[config.mk]
export PLATFORM = sky130hd
export DESIGN_NAME = rxq_fifo
export DESIGN_NICKNAME = d
export VERILOG_FILES = /design/src/rtl/rxq_pkg.sv /design/src/rtl/rxq_ctrl.sv /design/src/rtl/rxq_store.sv /design/src/rtl/rxq_thresh.sv /design/src/rtl/rxq_fifo.sv
export SDC_FILE = /design/constraint.sdc
export NUM_CORES = 1
export LEC_CHECK = 0
export BUFFER_PORTS_ARGS = -buffer_cell sky130_fd_sc_hd__buf_2
export CORE_MARGIN = 4
export CORE_UTILIZATION = 45
export DETAILED_ROUTE_END_ITERATION = 10
export PLACE_DENSITY = 0.7
export SYNTH_ARGS = -nofsm -noshare
export SYNTH_HDL_FRONTEND = slang
export SYNTH_HIERARCHICAL = 1
export SYNTH_SLANG_ARGS = --single-unit
[constraint.sdc]
create_clock -name clk -period 2.9 [get_ports clk]
set_clock_uncertainty 0.15 [all_clocks]
set_input_delay 0.435 -clock clk [delete_from_list [all_inputs] [get_ports clk]]
set_output_delay 0.435 -clock clk [all_outputs]
set_load 0.01 [all_outputs]
[src/rtl/rxq_pkg.sv]
package rxq_pkg;
    localparam int DATA_W = 8;
    localparam int ERR_W  = 3;
    localparam int STAT_W = ERR_W + 1;

    typedef struct packed {
        logic              ovr;
        logic [ERR_W-1:0]  err;
        logic [DATA_W-1:0] data;
    } rxq_entry_t;

    localparam int ENTRY_W = $bits(rxq_entry_t);
endpackage

[src/rtl/rxq_ctrl.sv]
module rxq_ctrl #(
    parameter int DEPTH = 8,
    localparam int AW = $clog2(DEPTH),
    localparam int CW = $clog2(DEPTH + 1)
) (
    input  logic          clk,
    input  logic          rst_n,
    input  logic          push_i,
    input  logic          pop_i,
    output logic          wr_en_o,
    output logic [AW-1:0] wr_idx_o,
    output logic          mark_en_o,
    output logic [AW-1:0] mark_idx_o,
    output logic [AW-1:0] rd_idx_o,
    output logic          nonempty_o,
    output logic [CW-1:0] count_o
);
    typedef struct packed {
        logic [AW-1:0] wr;
        logic [AW-1:0] rd;
        logic [CW-1:0] cnt;
    } ctrl_t;

    ctrl_t st_q, st_d;
    logic  empty, full, do_pop, do_push, drop;

    function automatic logic [AW-1:0] ptr_inc(input logic [AW-1:0] p);
        return (p == AW'(DEPTH - 1)) ? '0 : p + 1'b1;
    endfunction

    always_comb begin
        st_d    = st_q;
        empty   = (st_q.cnt == '0);
        full    = (st_q.cnt == CW'(DEPTH));
        do_pop  = pop_i && !empty;
        do_push = push_i && (!full || do_pop);
        drop    = push_i && full && !do_pop;
        if (do_push) st_d.wr = ptr_inc(st_q.wr);
        if (do_pop)  st_d.rd = ptr_inc(st_q.rd);
        case ({do_push, do_pop})
            2'b10:   st_d.cnt = st_q.cnt + 1'b1;
            2'b01:   st_d.cnt = st_q.cnt - 1'b1;
            default: st_d.cnt = st_q.cnt;
        endcase
    end

    always_ff @(posedge clk) begin
        if (!rst_n) st_q <= '0;
        else        st_q <= st_d;
    end

    assign wr_en_o    = do_push;
    assign wr_idx_o   = st_q.wr;
    assign mark_en_o  = drop;
    assign mark_idx_o = (st_q.wr == '0) ? AW'(DEPTH - 1) : st_q.wr - 1'b1;
    assign rd_idx_o   = st_q.rd;
    assign nonempty_o = !empty;
    assign count_o    = st_q.cnt;
endmodule

[src/rtl/rxq_store.sv]
module rxq_store
    import rxq_pkg::*;
#(
    parameter int DEPTH = 8,
    localparam int AW = $clog2(DEPTH)
) (
    input  logic              clk,
    input  logic              rst_n,
    input  logic              wr_en_i,
    input  logic [AW-1:0]     wr_idx_i,
    input  logic [DATA_W-1:0] wr_data_i,
    input  logic [ERR_W-1:0]  wr_err_i,
    input  logic              mark_en_i,
    input  logic [AW-1:0]     mark_idx_i,
    input  logic [AW-1:0]     rd_idx_i,
    input  logic              rd_valid_i,
    output rxq_entry_t        rd_entry_o
);
    logic [DEPTH-1:0][ENTRY_W-1:0] slots_flat;

    for (genvar g = 0; g < DEPTH; g++) begin : g_slot
        rxq_entry_t slot_q, slot_d;

        always_comb begin
            slot_d = slot_q;
            if (wr_en_i && (wr_idx_i == AW'(g))) begin
                slot_d.data = wr_data_i;
                slot_d.err  = wr_err_i;
                slot_d.ovr  = 1'b0;
            end
            if (mark_en_i && (mark_idx_i == AW'(g))) begin
                slot_d.ovr = 1'b1;
            end
        end

        always_ff @(posedge clk) begin
            if (!rst_n) slot_q <= '0;
            else        slot_q <= slot_d;
        end

        assign slots_flat[g] = slot_q;
    end

    assign rd_entry_o = rd_valid_i ? rxq_entry_t'(slots_flat[rd_idx_i]) : '0;
endmodule

[src/rtl/rxq_thresh.sv]
module rxq_thresh #(
    parameter int DEPTH = 8,
    parameter int TH_W  = 4,
    localparam int CW = $clog2(DEPTH + 1)
) (
    input  logic [TH_W-1:0] cfg_i,
    input  logic [CW-1:0]   count_i,
    output logic            req_o
);
    int level;

    always_comb begin
        if ((cfg_i == '0) || (int'(cfg_i) > DEPTH)) level = DEPTH;
        else                                        level = int'(cfg_i);
        req_o = (int'(count_i) >= level);
    end
endmodule

[src/rtl/rxq_fifo.sv]
module rxq_fifo
    import rxq_pkg::*;
#(
    parameter int DEPTH = 8,
    parameter int TH_W  = 4,
    localparam int AW = $clog2(DEPTH),
    localparam int CW = $clog2(DEPTH + 1)
) (
    input  logic              clk,
    input  logic              rst_n,
    input  logic              rx_valid,
    input  logic [DATA_W-1:0] rx_data,
    input  logic [ERR_W-1:0]  rx_err,
    input  logic [TH_W-1:0]   thresh_cfg,
    input  logic              pop_req,
    output logic [DATA_W-1:0] pop_data,
    output logic [STAT_W-1:0] pop_stat,
    output logic [CW-1:0]     fill_count,
    output logic              svc_req
);
    logic          wr_en, mark_en, nonempty;
    logic [AW-1:0] wr_idx, mark_idx, rd_idx;
    rxq_entry_t    head;

    rxq_ctrl #(.DEPTH(DEPTH)) u_ctrl (
        .clk        (clk),
        .rst_n      (rst_n),
        .push_i     (rx_valid),
        .pop_i      (pop_req),
        .wr_en_o    (wr_en),
        .wr_idx_o   (wr_idx),
        .mark_en_o  (mark_en),
        .mark_idx_o (mark_idx),
        .rd_idx_o   (rd_idx),
        .nonempty_o (nonempty),
        .count_o    (fill_count)
    );

    rxq_store #(.DEPTH(DEPTH)) u_store (
        .clk        (clk),
        .rst_n      (rst_n),
        .wr_en_i    (wr_en),
        .wr_idx_i   (wr_idx),
        .wr_data_i  (rx_data),
        .wr_err_i   (rx_err),
        .mark_en_i  (mark_en),
        .mark_idx_i (mark_idx),
        .rd_idx_i   (rd_idx),
        .rd_valid_i (nonempty),
        .rd_entry_o (head)
    );

    rxq_thresh #(.DEPTH(DEPTH), .TH_W(TH_W)) u_thresh (
        .cfg_i   (thresh_cfg),
        .count_i (fill_count),
        .req_o   (svc_req)
    );

    assign pop_data = head.data;
    assign pop_stat = {head.ovr, head.err};
endmodule

* After elaboration in Yosys (flattened, before gate mapping)
Cells that the tools add are included.
** Cells by class
- Mux-type cells :: 24
- Reductions and logical operators :: 38
- Order comparisons :: 3
- Add/sub/neg operators :: 5
- Eq/ne operators :: 18
** Operators with widths (count)
- $mux W12 :: 10
- $bmux W12 S3 :: 1
- $eq A3 B3 Y1 const B :: 9
- $logic_and A1 B1 Y1 :: 20
- $reduce_bool A2 Y1 :: 9
- $eq A3 B2 Y1 const B :: 4
- $mux W3 :: 3
- $logic_not A4 Y1 :: 2
- $mux W1 :: 8
- $pmux W4 S2 :: 1
- $add A3 B1 Y3 const B :: 2
- $eq A3 B1 Y1 const B :: 2
- $logic_not A3 Y1 :: 2
- $add A4 B1 Y4 const B :: 1
- $eq A4 B4 Y1 const B :: 1
- $ge A4 B4 Y1 :: 1
- $gt A4 B4 Y1 const B :: 1
- $lt A3 B4 Y1 const B :: 1
- $mux W4 :: 1
- $sub A4 B1 Y4 const B :: 1
- $logic_not A1 Y1 :: 3
- $sub A3 B1 Y3 const B :: 1
- $eq A2 B1 Y1 const B :: 1
- $eq A2 B2 Y1 const B :: 1
- $logic_or A1 B1 Y1 :: 2
** Storage, ports and cells
- Logic and storage cells :: 115
- Bits in registers :: 106

* Depth between registers and ports, before layout
Gate-level depths: netlist (run 1).
- Depth in word-level cells :: 8
- Depth in mapped cells :: 9
- Depth with buffers taken out :: 7

* Cells and area by module
The synthesis (run 1) kept the hierarchy.
** By module, submodules not included
- rxq_store :: times used 1, cells each 495, area each 4548.1 um^2, seq. area each 1921.8 um^2
- rxq_ctrl :: times used 1, cells each 74, area each 694.4 um^2, seq. area each 200.2 um^2
- rxq_thresh :: times used 1, cells each 15, area each 136.4 um^2, seq. area each 0.0 um^2

* Least setup slack after synthesis (run 1)
OpenSTA, ideal clock, no wires.
- Path kind :: reg2reg
- Start :: register u_ctrl.st_q, in the netlist u_ctrl/count_o[1]
- End :: register u_store/g_slot[2].slot_q[0] in the netlist's numbering
- Stages on the path, launching flop included :: 10
- Data required time :: 2.634 ns
- Setup slack :: 0.380 ns
- Data arrival time :: 2.254 ns
- Buffers on the path :: 3
- Cell sequence :: dfxtp_1 buf_6 or4b_2 o21ai_1 inv_1 buf_2 and4bb_2 buf_4 nand2_1 a21boi_1
** Between the ends
- Cells in the longest elaborated chain, start to end :: 6
- Elaborated cells between the ends (all ways) :: 8
- Classes of those cells :: eq/ne: 1; reduce/logical: 7
** RTL lines
- start: declaration :: RTL line rxq_ctrl.sv:24 : ctrl_t st_q, st_d;
- start signal: assignment :: RTL line rxq_ctrl.sv:49 : else st_q <= st_d;
- $logic_not A4 Y1 :: RTL line rxq_ctrl.sv:33 : empty = (st_q.cnt == '0);
- $logic_not A1 Y1 :: RTL line rxq_ctrl.sv:35 : do_pop = pop_i && !empty;
- $logic_and A1 B1 Y1 :: RTL line rxq_ctrl.sv:35
- $logic_or A1 B1 Y1 (*) :: RTL line rxq_ctrl.sv:36 : do_push = push_i && (!full || do_pop);
- $logic_and A1 B1 Y1 (*) :: RTL line rxq_ctrl.sv:36
- via wr_en :: RTL line rxq_fifo.sv:21 : logic wr_en, mark_en, nonempty;
- $logic_and A1 B1 Y1 (*) :: RTL line rxq_store.sv:26 : if (wr_en_i && (wr_idx_i == AW'(g))) begin
- end signal: assignment :: RTL line rxq_store.sv:38 : else slot_q <= slot_d;
- end: declaration :: RTL line rxq_store.sv:22 : rxq_entry_t slot_q, slot_d;
The timed path passes the listed nets; every way through them passes the cells marked *.
A chain may end at the register's enable or synchronous reset.

* Worst setup path after layout (run 1)
- Start :: register u_ctrl.st_q, in the netlist u_ctrl/rd_idx_o[1]
- End :: output port pop_stat[2]
** Between the ends
- Cells in the longest elaborated chain, start to end :: 3
** RTL lines
- $bmux W12 S3 :: RTL line rxq_store.sv:44 : assign rd_entry_o = rd_valid_i ? rxq_entry_t'(slots_flat[rd_idx_i]) : '0;
- $mux W12 (implied by the code) :: RTL line rxq_store.sv:44
- $mux W12 :: RTL line rxq_store.sv:44
- end: declaration :: RTL line rxq_fifo.sv:17 : output logic [STAT_W-1:0] pop_stat,
No other way between the ends. The select of a mux whose other input is x is not followed.

==> results of run 1 <==
## worst max path at each step
stage | cells past startpoint | slack (ps) | endpoint
5_1_grt | 5 | 190 | pop_data[0]
6_report | 5 | 290 | pop_stat[2]
2_1_floorplan | 9 | 380 | u_store/g_slot[2].slot_q[0]
3_5_place_dp | 7 | 340 | u_ctrl/count_o[2]
3_3_place_gp | 7 | 380 | u_ctrl/count_o[2]
4_1_cts | 5 | 270 | pop_stat[2]
## metal layers
metal / global-route usage [%] / up-vias / part of all wire [%]
li1: - / 2034 / -
met1: 25.5 / 2072 / 44
met2: 30.2 / 107 / 49
met3: 3.18 / 17 / 5.6
met4: 7.33 / 0 / 1.6
met5: 0 / - / 0
## final cells by class
cell class	instances	area, um^2	area share (%)
Clock buffer	10	229	3.87
Multi-Input combinational cell	420	2930	49.6
Sequential cell	106	2120	35.9
Timing Repair Buffer	54	355	6.01
Clock inverter	6	71.3	1.21
Tap cell	143	179	3.03
Inverter	6	22.5	0.381
## cells in the final DEF (no fill, tap or decap), types with 4 or more instances in the layout
master       n
dfxtp_1    105
a21boi_1    80
nor3_1       6
a21boi_0    14
nor2_1      16
xnor2_1      4
nand2_1    185
nand4b_1     5
buf_4       16
mux4_2      21
buf_2       35
inv_1        6
mux2i_1     15
clkbuf_16    9
ha_1        11
nor2b_1     14
a32oi_1      4
and4b_1      4
## logic make-up (layout without fill, tap and decap cells)
group | after synthesis | count (layout) | share of synthesized area (%)
AO/OA/AOI/OAI | 109 | 109 | 15.8
buffers and inverters | 58 | 76 | 6.02
multiplexers | 39 | 39 | 13.0
adder cells (fa/ha/maj) | 11 | 11 | 2.56
AND/OR/NAND/NOR | 257 | 257 | 22.5
flip-flops | 106 | 106 | 39.5
XOR/XNOR | 4 | 4 | 0.651
## Yosys cell counts, types with 3 or more instances
library cell  instances  area [um^2]
a21boi_0             14          105
a32oi_1               4         35.0
ha_1                 11          138
buf_6                 3         33.8
nand2_1             185          694
nand2b_1              3         18.8
dfxtp_1             106         2120
a21boi_1             80          601
buf_4                 7         52.6
nor2_1               16         60.1
nor3_1                6         30.0
clkbuf_1             16         60.1
nand4b_1              5         43.8
a22oi_1               3         22.5
mux4_1                3         78.8
mux4_2               21          473
nor2b_1              14         87.6
nand4bb_1             3         33.8
buf_2                24          120
xnor2_1               4         35.0
inv_1                 6         22.5
mux2i_1              15          150
and4b_1               4         40.0
## worst reg2reg max path, cell delays in order, from the launching register on
cell and delay (ps):
dfxtp_1 410, or4_4 590, nor2b_4 160, xnor2_1 140, ha_1 230, nor4b_1 80, a32o_1 220, or4_1 500
## registers in the layout, summed over array words and instances (netlist names)
signal and count:
u_ctrl/count_o 4, u_ctrl/rd_idx_o 3, u_store/g_slot.slot_q 96, u_ctrl/wr_idx_o 3
## power groups by stage
stage | registers, mW | logic, mW | clock network [mW]
after global placement | 1.64 | 0.774 | 0
after global routing | 1.62 | 0.865 | 1.33
after detailed placement | 1.64 | 0.790 | 0
after CTS | 1.61 | 0.793 | 1.26
final | 1.61 | 0.788 | 1.23
after floorplan | 1.60 | 0.633 | 0
## per-stage QoR
stage               setup WS, ps  cell area, um^2
finish                       289             5910
global route                 189             5910
CTS                          269             5910
detailed placement           336             5610
global placement             380             5610
floorplan                    380             5380
==> out/summary.txt, run 1 <==
Outcome -> finished, final reports clean
Area of the core -> 11,600 um^2
Combinational share of power -> 21.7%
Drt wl/cell -> 17.2 um
Total vias in the final route -> 4,230
Post-synth ARST share -> 0%
CP Data Arrival Time -> 2030 ps
Leak -> 2.11 nW
Flop pwr share -> 44.3%
H-tree Lvls -> 3
Sequential area share after synthesis -> 39.5%
Drt drc -> 0
Num CTS Buffers -> 9
CP bufs+invs -> 2
Internal Power -> 2.57 mW
Total Power -> 3.63 mW
Post-synthesis register bit count -> 106
Synth unique cells -> 51
Root Buffer -> clkbuf_16
Placed cells -> 729
Syn Inst Count -> 584
Cts-stage hold buffer count -> 0
Nets@finish -> 627
Crit path from -> u_ctrl/rd_idx_o[1]
Critical R2R Capture -> u_ctrl/count_o[2]
Vias/cell -> 5.68
Final setup fails -> 0
Worst hold start -> rx_err[1]
Reg2reg start -> u_ctrl/count_o[1]
Rows -> 39
Crit-path max FO -> 22
Post-route ant nets -> 0
Max Clock Freq -> 383 MHz
Die span in x -> 117 um
Initial Util -> 46.5%
Initial antenna violation count -> 0
Min-Delay Path Class -> in2reg
Slew Viols, Final -> 0
Post-CTS setup buffers -> 0
Unrepaired setup endpoints after global routing -> no
Die area -> 13,800 um^2
Worst-case reg-to-reg path depth -> 7
Drt total wl -> 12,800 um
Post-synth EDFFs -> 0
Layout cells sized above 1 -> 16.6%
Clk buf depth -> 2
Vias in the first global route -> 4,112
Gr ovfl total -> 0
Dominant synthesized flop cell -> dfxtp_1
Input/output buffers -> 35
WHS Endpoint -> u_store/g_slot[6].slot_q[9]
Avg Inst Size Synth -> 9.21 um^2
Synthesized cell area -> 5380 um^2
Synth Net Count -> 614
I/O pins -> 36
Setup CP Type -> reg2out
Flop-to-flop setup slack -> 290 ps
Final period utilization -> 90.0%
Critical path's top delay family -> multiplexers
Die H -> 117 um
All-Layer GR Usage -> 18.9%
Switching share of total power -> 29.2%
Core Util, Final -> 51.1%
# fillers -> 1,054
Synth warn -> 6
Detailed placement HPWL -> 8470 um
PostCTS Resize Cnt -> 0
First-pass GRT wire length -> 21,200 um
Area Overhead vs Synth -> 9.93%
Latest clock arrival within the worst-skew pair -> 340 ps
Slew Limit Headroom -> 57.6%
CP Capture Type -> primary output
Post-layout min period -> 2610 ps
Antenna cells -> 0
Slowest cell on crit path -> mux4_2
Hold Fails Final Rpt -> 0
TNS Setup -> 0 ps
WHS -> 243 ps
CP required -> 2320 ps
Non-filler cells, final -> 745
Clock power frac -> 34.0%
DR iter-0 viols -> 315
Peak VDD IR -> 0.000353 V
Largest net degree at the start of global routing -> 76
Critical path startpoint category -> flop
Placer Congestion -> 0.865
Critical path's largest stage delay -> 560 ps
Number of max-cap violations -> 0
Pre-antenna DRT Iters -> 5
Switch Pwr -> 1.06 mW
PwrDens -> 613 nW/um^2
Worst hold path depth -> 3
Clock sinks -> 106
CTS tree -> done
Critical-path cell list -> buf_12 > mux4_2 > mux2i_1 > nor2_1 > buf_2
Slew @ Worst Pin -> 636 ps
CTS clk-pin slew, worst paths -> 70 ps
(Power assumes the default switching activity.)
==> run 2, diff against run 1 <==
- SYNTH_HIERARCHICAL: 1 -> unset
==> out/summary.txt, run 2 <==
Antenna cells -> 0
Min-Delay Path Class -> in2reg
Rows -> 38
I/O pins -> 36
Clock sinks -> 106
Most common cell in the netlist -> dfxtp_1
Worst-case reg-to-reg path depth -> 9
CP Capture Type -> flop
Clk buf depth -> 2
Internal Power -> 2.72 mW
Dominant synthesized flop cell -> dfxtp_1
DR iter-0 viols -> 221
Peak VDD IR -> 0.000351 V
Flop-to-flop setup slack -> 280 ps
Outcome -> finished, final reports clean
Initial antenna violation count -> 0
Post-synth EDFFs -> 0
Root Buffer -> clkbuf_16
Synth warn -> 0
Pre-antenna DRT Iters -> 4
Post-placement cell area -> 5480 um^2
Slew Limit Headroom -> 52.5%
H-tree Lvls -> 3
Largest net degree at the start of global routing -> 86
WHS Endpoint -> u_store.g_slot[3].slot_q[4]
Avg Inst Size Synth -> 10.6 um^2
Drt wl/cell -> 16.9 um
Synthesized cell area -> 5180 um^2
Post-synthesis register bit count -> 106
Drt total wl -> 11,100 um
Max FFs per register -> 96
Largest area contributor in the netlist -> dfxtp_1
XOR/XNOR Fraction of Synth Area -> 0.338%
Switch Pwr -> 1.19 mW
Largest family of logic cells by synthesized area -> multiplexers
Critical R2R Capture -> u_ctrl.count_o[3]
Die area -> 13,300 um^2
CP Data Arrival Time -> 2740 ps
First-pass GRT wire length -> 18,700 um
Critical path startpoint category -> flop
Die H -> 115 um
Drt drc -> 0
Slew @ Worst Pin -> 712 ps
Crit-path max FO -> 7
Total vias in the final route -> 3,531
Switching share of total power -> 30.5%
Post-route ant nets -> 0
Placer Congestion -> 0.821
Area of the core -> 11,000 um^2
Combinational share of power -> 26.6%
All-Layer GR Usage -> 17.9%
Worst hold start -> rx_data[4]
Synth Net Count -> 525
CTS tree -> done
Nets@finish -> 550
Leak -> 2.16 nW
Hold Fails Final Rpt -> 0
TNS Setup -> 0 ps
Worst hold path depth -> 3
Commonest non-fill, non-tap cell in the layout -> dfxtp_1
Top reg by flops -> u_store.g_slot.slot_q
Number of max-cap violations -> 0
Most frequent cells in the layout -> dfxtp_1 (105), mux2i_1 (95), nor2b_1 (72)
Final setup fails -> 0
CTS clk-pin slew, worst paths -> 70 ps
Reg2reg start -> u_ctrl.count_o[1]
Post-synth ARST share -> 0%
Sequential area share after synthesis -> 41.0%
Commonest cells in the netlist -> dfxtp_1 (106), mux2i_1 (95), nor2b_1 (72), nand2_1 (40), mux4_2 (24)
Max Clock Freq -> 382 MHz
Layout cells sized above 1 -> 18.7%
Area Overhead vs Synth -> 11.6%
Synth unique cells -> 35
Setup CP Type -> reg2reg
Post-Synth Adder-Cell Area -> 4.49%
Syn Inst Count -> 488
Mux share of post-synthesis cell area -> 28.8%
Die span in x -> 115 um
Vias in the first global route -> 3,680
Latest clock arrival within the worst-skew pair -> 340 ps
Gr ovfl total -> 0
Synth area leaders -> dfxtp_1 (41%), mux2i_1 (18%), mux4_2 (10%)
Flop pwr share -> 41.7%
Detailed placement HPWL -> 7210 um
Vias/cell -> 5.37
Post-synthesis compound-gate area fraction -> 4.90%
Post-CTS setup buffers -> 0
Slew Viols, Final -> 0
Final period utilization -> 90.4%
Num CTS Buffers -> 9
Unrepaired setup endpoints after global routing -> no
Initial Util -> 47.0%
PostCTS Resize Cnt -> 0
Clock power frac -> 31.7%
Input/output buffers -> 35
Post-layout min period -> 2620 ps
CP required -> 3020 ps
Post-synth top area share -> 41.0%
Cts-stage hold buffer count -> 0
PwrDens -> 677 nW/um^2
Simple-Gate Fraction of Synth Area -> 16.4%
Post-route cell area -> 5780 um^2
[run 2: cell types whose count changed in the layout (fill, tap and decap cells not counted), sizes merged, moves of 14 or more]
cell    previous run  this run
nand2            185        40
nor2b             15        72
a21boi            94         2
nand3              0        18
o21ai              1        15
mux2i             15        95
[run 2: logic make-up after synthesis]
logic type               Yosys count
adder cells (fa/ha/maj)           18
AO/OA/AOI/OAI                     37
XOR/XNOR                           2
AND/OR/NAND/NOR                  163
multiplexers                     119
flip-flops                       106
buffers and inverters             43
[run 2: power groups by stage]
stage	Combinational, mW	Sequential, mW	Clock (mW)
global route	1.16	1.64	1.34
CTS	1.06	1.63	1.27
finish	1.04	1.63	1.24
floorplan	0.776	1.63	0
global placement	1.02	1.66	0
detailed placement	1.05	1.66	0
[run 2: critical path: stages (launching register included)]
cell and delay, ps:
dfxtp_1 380, or3_1 500, o21ai_2 180, inv_1 60, ha_1 220, ha_1 280
a21o_1 180, a21oi_1 170, mux2i_1 240, mux2i_1 190
[run 2: cell type report]
class	instances	area (um^2)
Clock inverter	3	46.3
Multi-Input combinational cell	339	2860
Clock buffer	13	260
Timing Repair Buffer	49	293
Tap cell	140	175
Sequential cell	106	2120
Fill cell	995	5250
Inverter	8	30.0
[run 2: layer usage]
layer  global-route usage, %  share of wire [%]  up-vias
li1                        -                  -     1748
met1                    23.5                 46     1705
met2                    29.8                 48       63
met3                    3.79                4.4       15
met4                    5.56                1.7        0
met5                       0                  0        -
[run 2: worst max-delay path by stage]
stage,startpoint,slack (ps),end,cells after the start
floorplan,u_ctrl.count_o[0],320,u_ctrl.count_o[3],10
global placement,u_ctrl.count_o[0],350,u_ctrl.count_o[3],9
detailed placement,u_ctrl.count_o[0],310,u_ctrl.count_o[3],9
CTS,u_ctrl.rd_idx_o[0],240,pop_data[1],5
global route,u_ctrl.count_o[3],130,u_ctrl.count_o[3],9
finish,u_ctrl.count_o[1],280,u_ctrl.count_o[3],9
[run 2: metrics by stage]
| step | util [%] | hold WS (ps) | setup slack, ps | power (mW) | cells |
|---|---|---|---|---|---|
| detailed placement | 49.7 | 303 | 313 | 2.72 | 642 |
| finish | 52.4 | 270 | 279 | 3.91 | 658 |
| CTS | 52.4 | 261 | 236 | 3.96 | 658 |
| global route | 52.4 | 274 | 134 | 4.14 | 658 |
| floorplan | - | 282 | 317 | 2.40 | 488 |
| global placement | 49.7 | 294 | 353 | 2.68 | 642 |
==> run 3, diff against run 2 <==
- clock period: 2.9 -> 3.3 ns (I/O delays scaled with it)
==> out/summary.txt, run 3 (synthesis gave the netlist of run 2 again) <==
Outcome -> finished, final reports clean
Area of the core -> 11,000 um^2
PostCTS Resize Cnt -> 0
CP required -> 2650 ps
Critical path startpoint category -> flop
Slew Limit Headroom -> 52.3%
Reg2reg start -> u_ctrl.count_o[0]
Final period utilization -> 88.2%
PwrDens -> 598 nW/um^2
Vias/cell -> 5.34
Critical-path cell list -> buf_12 > mux4_2 > mux2i_1 > nor2_1 > buf_2
Met2 usage -> 30.0%
Peak VDD IR -> 0.000318 V
Post-layout min period -> 2910 ps
Crit-path max FO -> 18
Max FFs per register -> 96
Post-CTS setup buffers -> 0
Antenna cells -> 0
Drt wl/cell -> 17.1 um
Crit path capture -> pop_stat[3]
Unrepaired setup endpoints after global routing -> no
Min-Delay Path Class -> reg2reg
Slew @ Worst Pin -> 716 ps
CP Data Arrival Time -> 2260 ps
Initial antenna violation count -> 0
Most frequent cells in the layout -> dfxtp_1 (105), mux2i_1 (95), nor2b_1 (72)
# fillers -> 987
Pre-antenna DRT Iters -> 4
Rows -> 38
CP Capture Type -> primary output
Max Clock Freq -> 344 MHz
Clk buf depth -> 2
Latest clock arrival within the worst-skew pair -> 340 ps
Area Overhead vs Synth -> 11.8%
Vias in the first global route -> 3,559
Crit path from -> u_ctrl.rd_idx_o[0]
Detailed placement HPWL -> 7240 um
Slowest cell on crit path -> dfxtp_2
H-tree Lvls -> 3
Input/output buffers -> 35
All-Layer GR Usage -> 17.9%
Placer Congestion -> 0.791
Die area -> 13,300 um^2
Leak -> 2.16 nW
Flop-to-flop setup slack -> 470 ps
Drt drc -> 0
Gr ovfl total -> 0
Core Util, Final -> 52.5%
Number of max-cap violations -> 0
Drt total wl -> 11,200 um
Multi-input logic area -> 2860 um^2
Initial Util -> 47.0%
Die H -> 115 um
Critical R2R Capture -> u_ctrl.count_o[3]
CTS tree -> done
Total vias in the final route -> 3,500
Commonest non-fill, non-tap cell in the layout -> dfxtp_1
Nets@finish -> 548
Critical path's largest stage delay -> 800 ps
DR iter-0 viols -> 143
TNS Setup -> 0 ps
Setup CP Type -> reg2out
CTS clk-pin slew, worst paths -> 70 ps
Layout cells sized above 1 -> 18.8%
Post-route ant nets -> 0
Top reg by flops -> u_store.g_slot.slot_q
I/O pins -> 36
GR Util met1 -> 23.7%
Met3 GRT Util -> 3.16%
Slew Viols, Final -> 0
Root Buffer -> clkbuf_16
Die span in x -> 115 um
Worst-case reg-to-reg path depth -> 9
Final setup fails -> 0
GRT busiest layer -> met2
Clock sinks -> 106
Largest net degree at the start of global routing -> 50
First-pass GRT wire length -> 18,400 um
Cts-stage hold buffer count -> 0
Num CTS Buffers -> 9
Storage cell area -> 2120 um^2
Hold Fails Final Rpt -> 0
==> run 3: changes by cell type in the layout (fill, tap and decap cells not counted), sizes merged <==
| cell | delta |
|---|---|
| clkbuf | -2 |
| inv | -1 |
| clkinvlp | +1 |
| clkinv | +2 |
| buf | -2 |
==> run 3: through the flow <==
step                instance area [um^2]  total power [mW]  hold slack (ps)  cells  setup WS (ps)
detailed placement                  5480              2.39              305    640            496
global route                        5790              3.65              330    656            259
CTS                                 5790              3.50              317    656            351
finish                              5790              3.46              313    656            390
floorplan                           5180              2.11              282    488            717
global placement                    5480              2.37              298    640            620
==> run 3: cell type report <==
cell class / count / area share (%)
Clock inverter: 5 / 1.08
Multi-Input combinational cell: 339 / 49.3
Timing Repair Buffer: 47 / 5.01
Clock buffer: 11 / 4.36
Tap cell: 140 / 3.03
Sequential cell: 106 / 36.7
Inverter: 8 / 0.519
==> run 3: per-layer routing <==
layer | up-vias | share of wire, %
met2 | 47 | 48
met3 | 9 | 2.9
li1 | 1747 | -
met4 | 0 | 1.4
met5 | - | 0
met1 | 1697 | 48
==> run 3: report_power, final <==
| group | switching, mW | total (mW) | internal [mW] |
|---|---|---|---|
| logic | 0.465 | 0.878 | 0.413 |
| registers | 0.129 | 1.48 | 1.35 |
| clock network | 0.476 | 1.11 | 0.632 |
==> run 3: worst min path at each step <==
stage	from	to	slack, ps	cells past startpoint
after global placement	u_store.g_slot[1].slot_q[11]	u_store.g_slot[1].slot_q[11]	300	2
final	u_store.g_slot[3].slot_q[4]	u_store.g_slot[3].slot_q[4]	310	2
after global routing	rx_data[0]	u_store.g_slot[7].slot_q[0]	330	3
after detailed placement	u_store.g_slot[1].slot_q[11]	u_store.g_slot[1].slot_q[11]	310	2
after floorplan	u_store.g_slot[1].slot_q[11]	u_store.g_slot[1].slot_q[11]	280	2
after CTS	u_store.g_slot[1].slot_q[11]	u_store.g_slot[1].slot_q[11]	320	2
==> run 3: worst max-delay path, delay by kind of cell, from the launching register on <==
kind          cells  cell delay, ps
simple gates      1              60
flops             1             800
mux               2             680
buf+inv           2             370
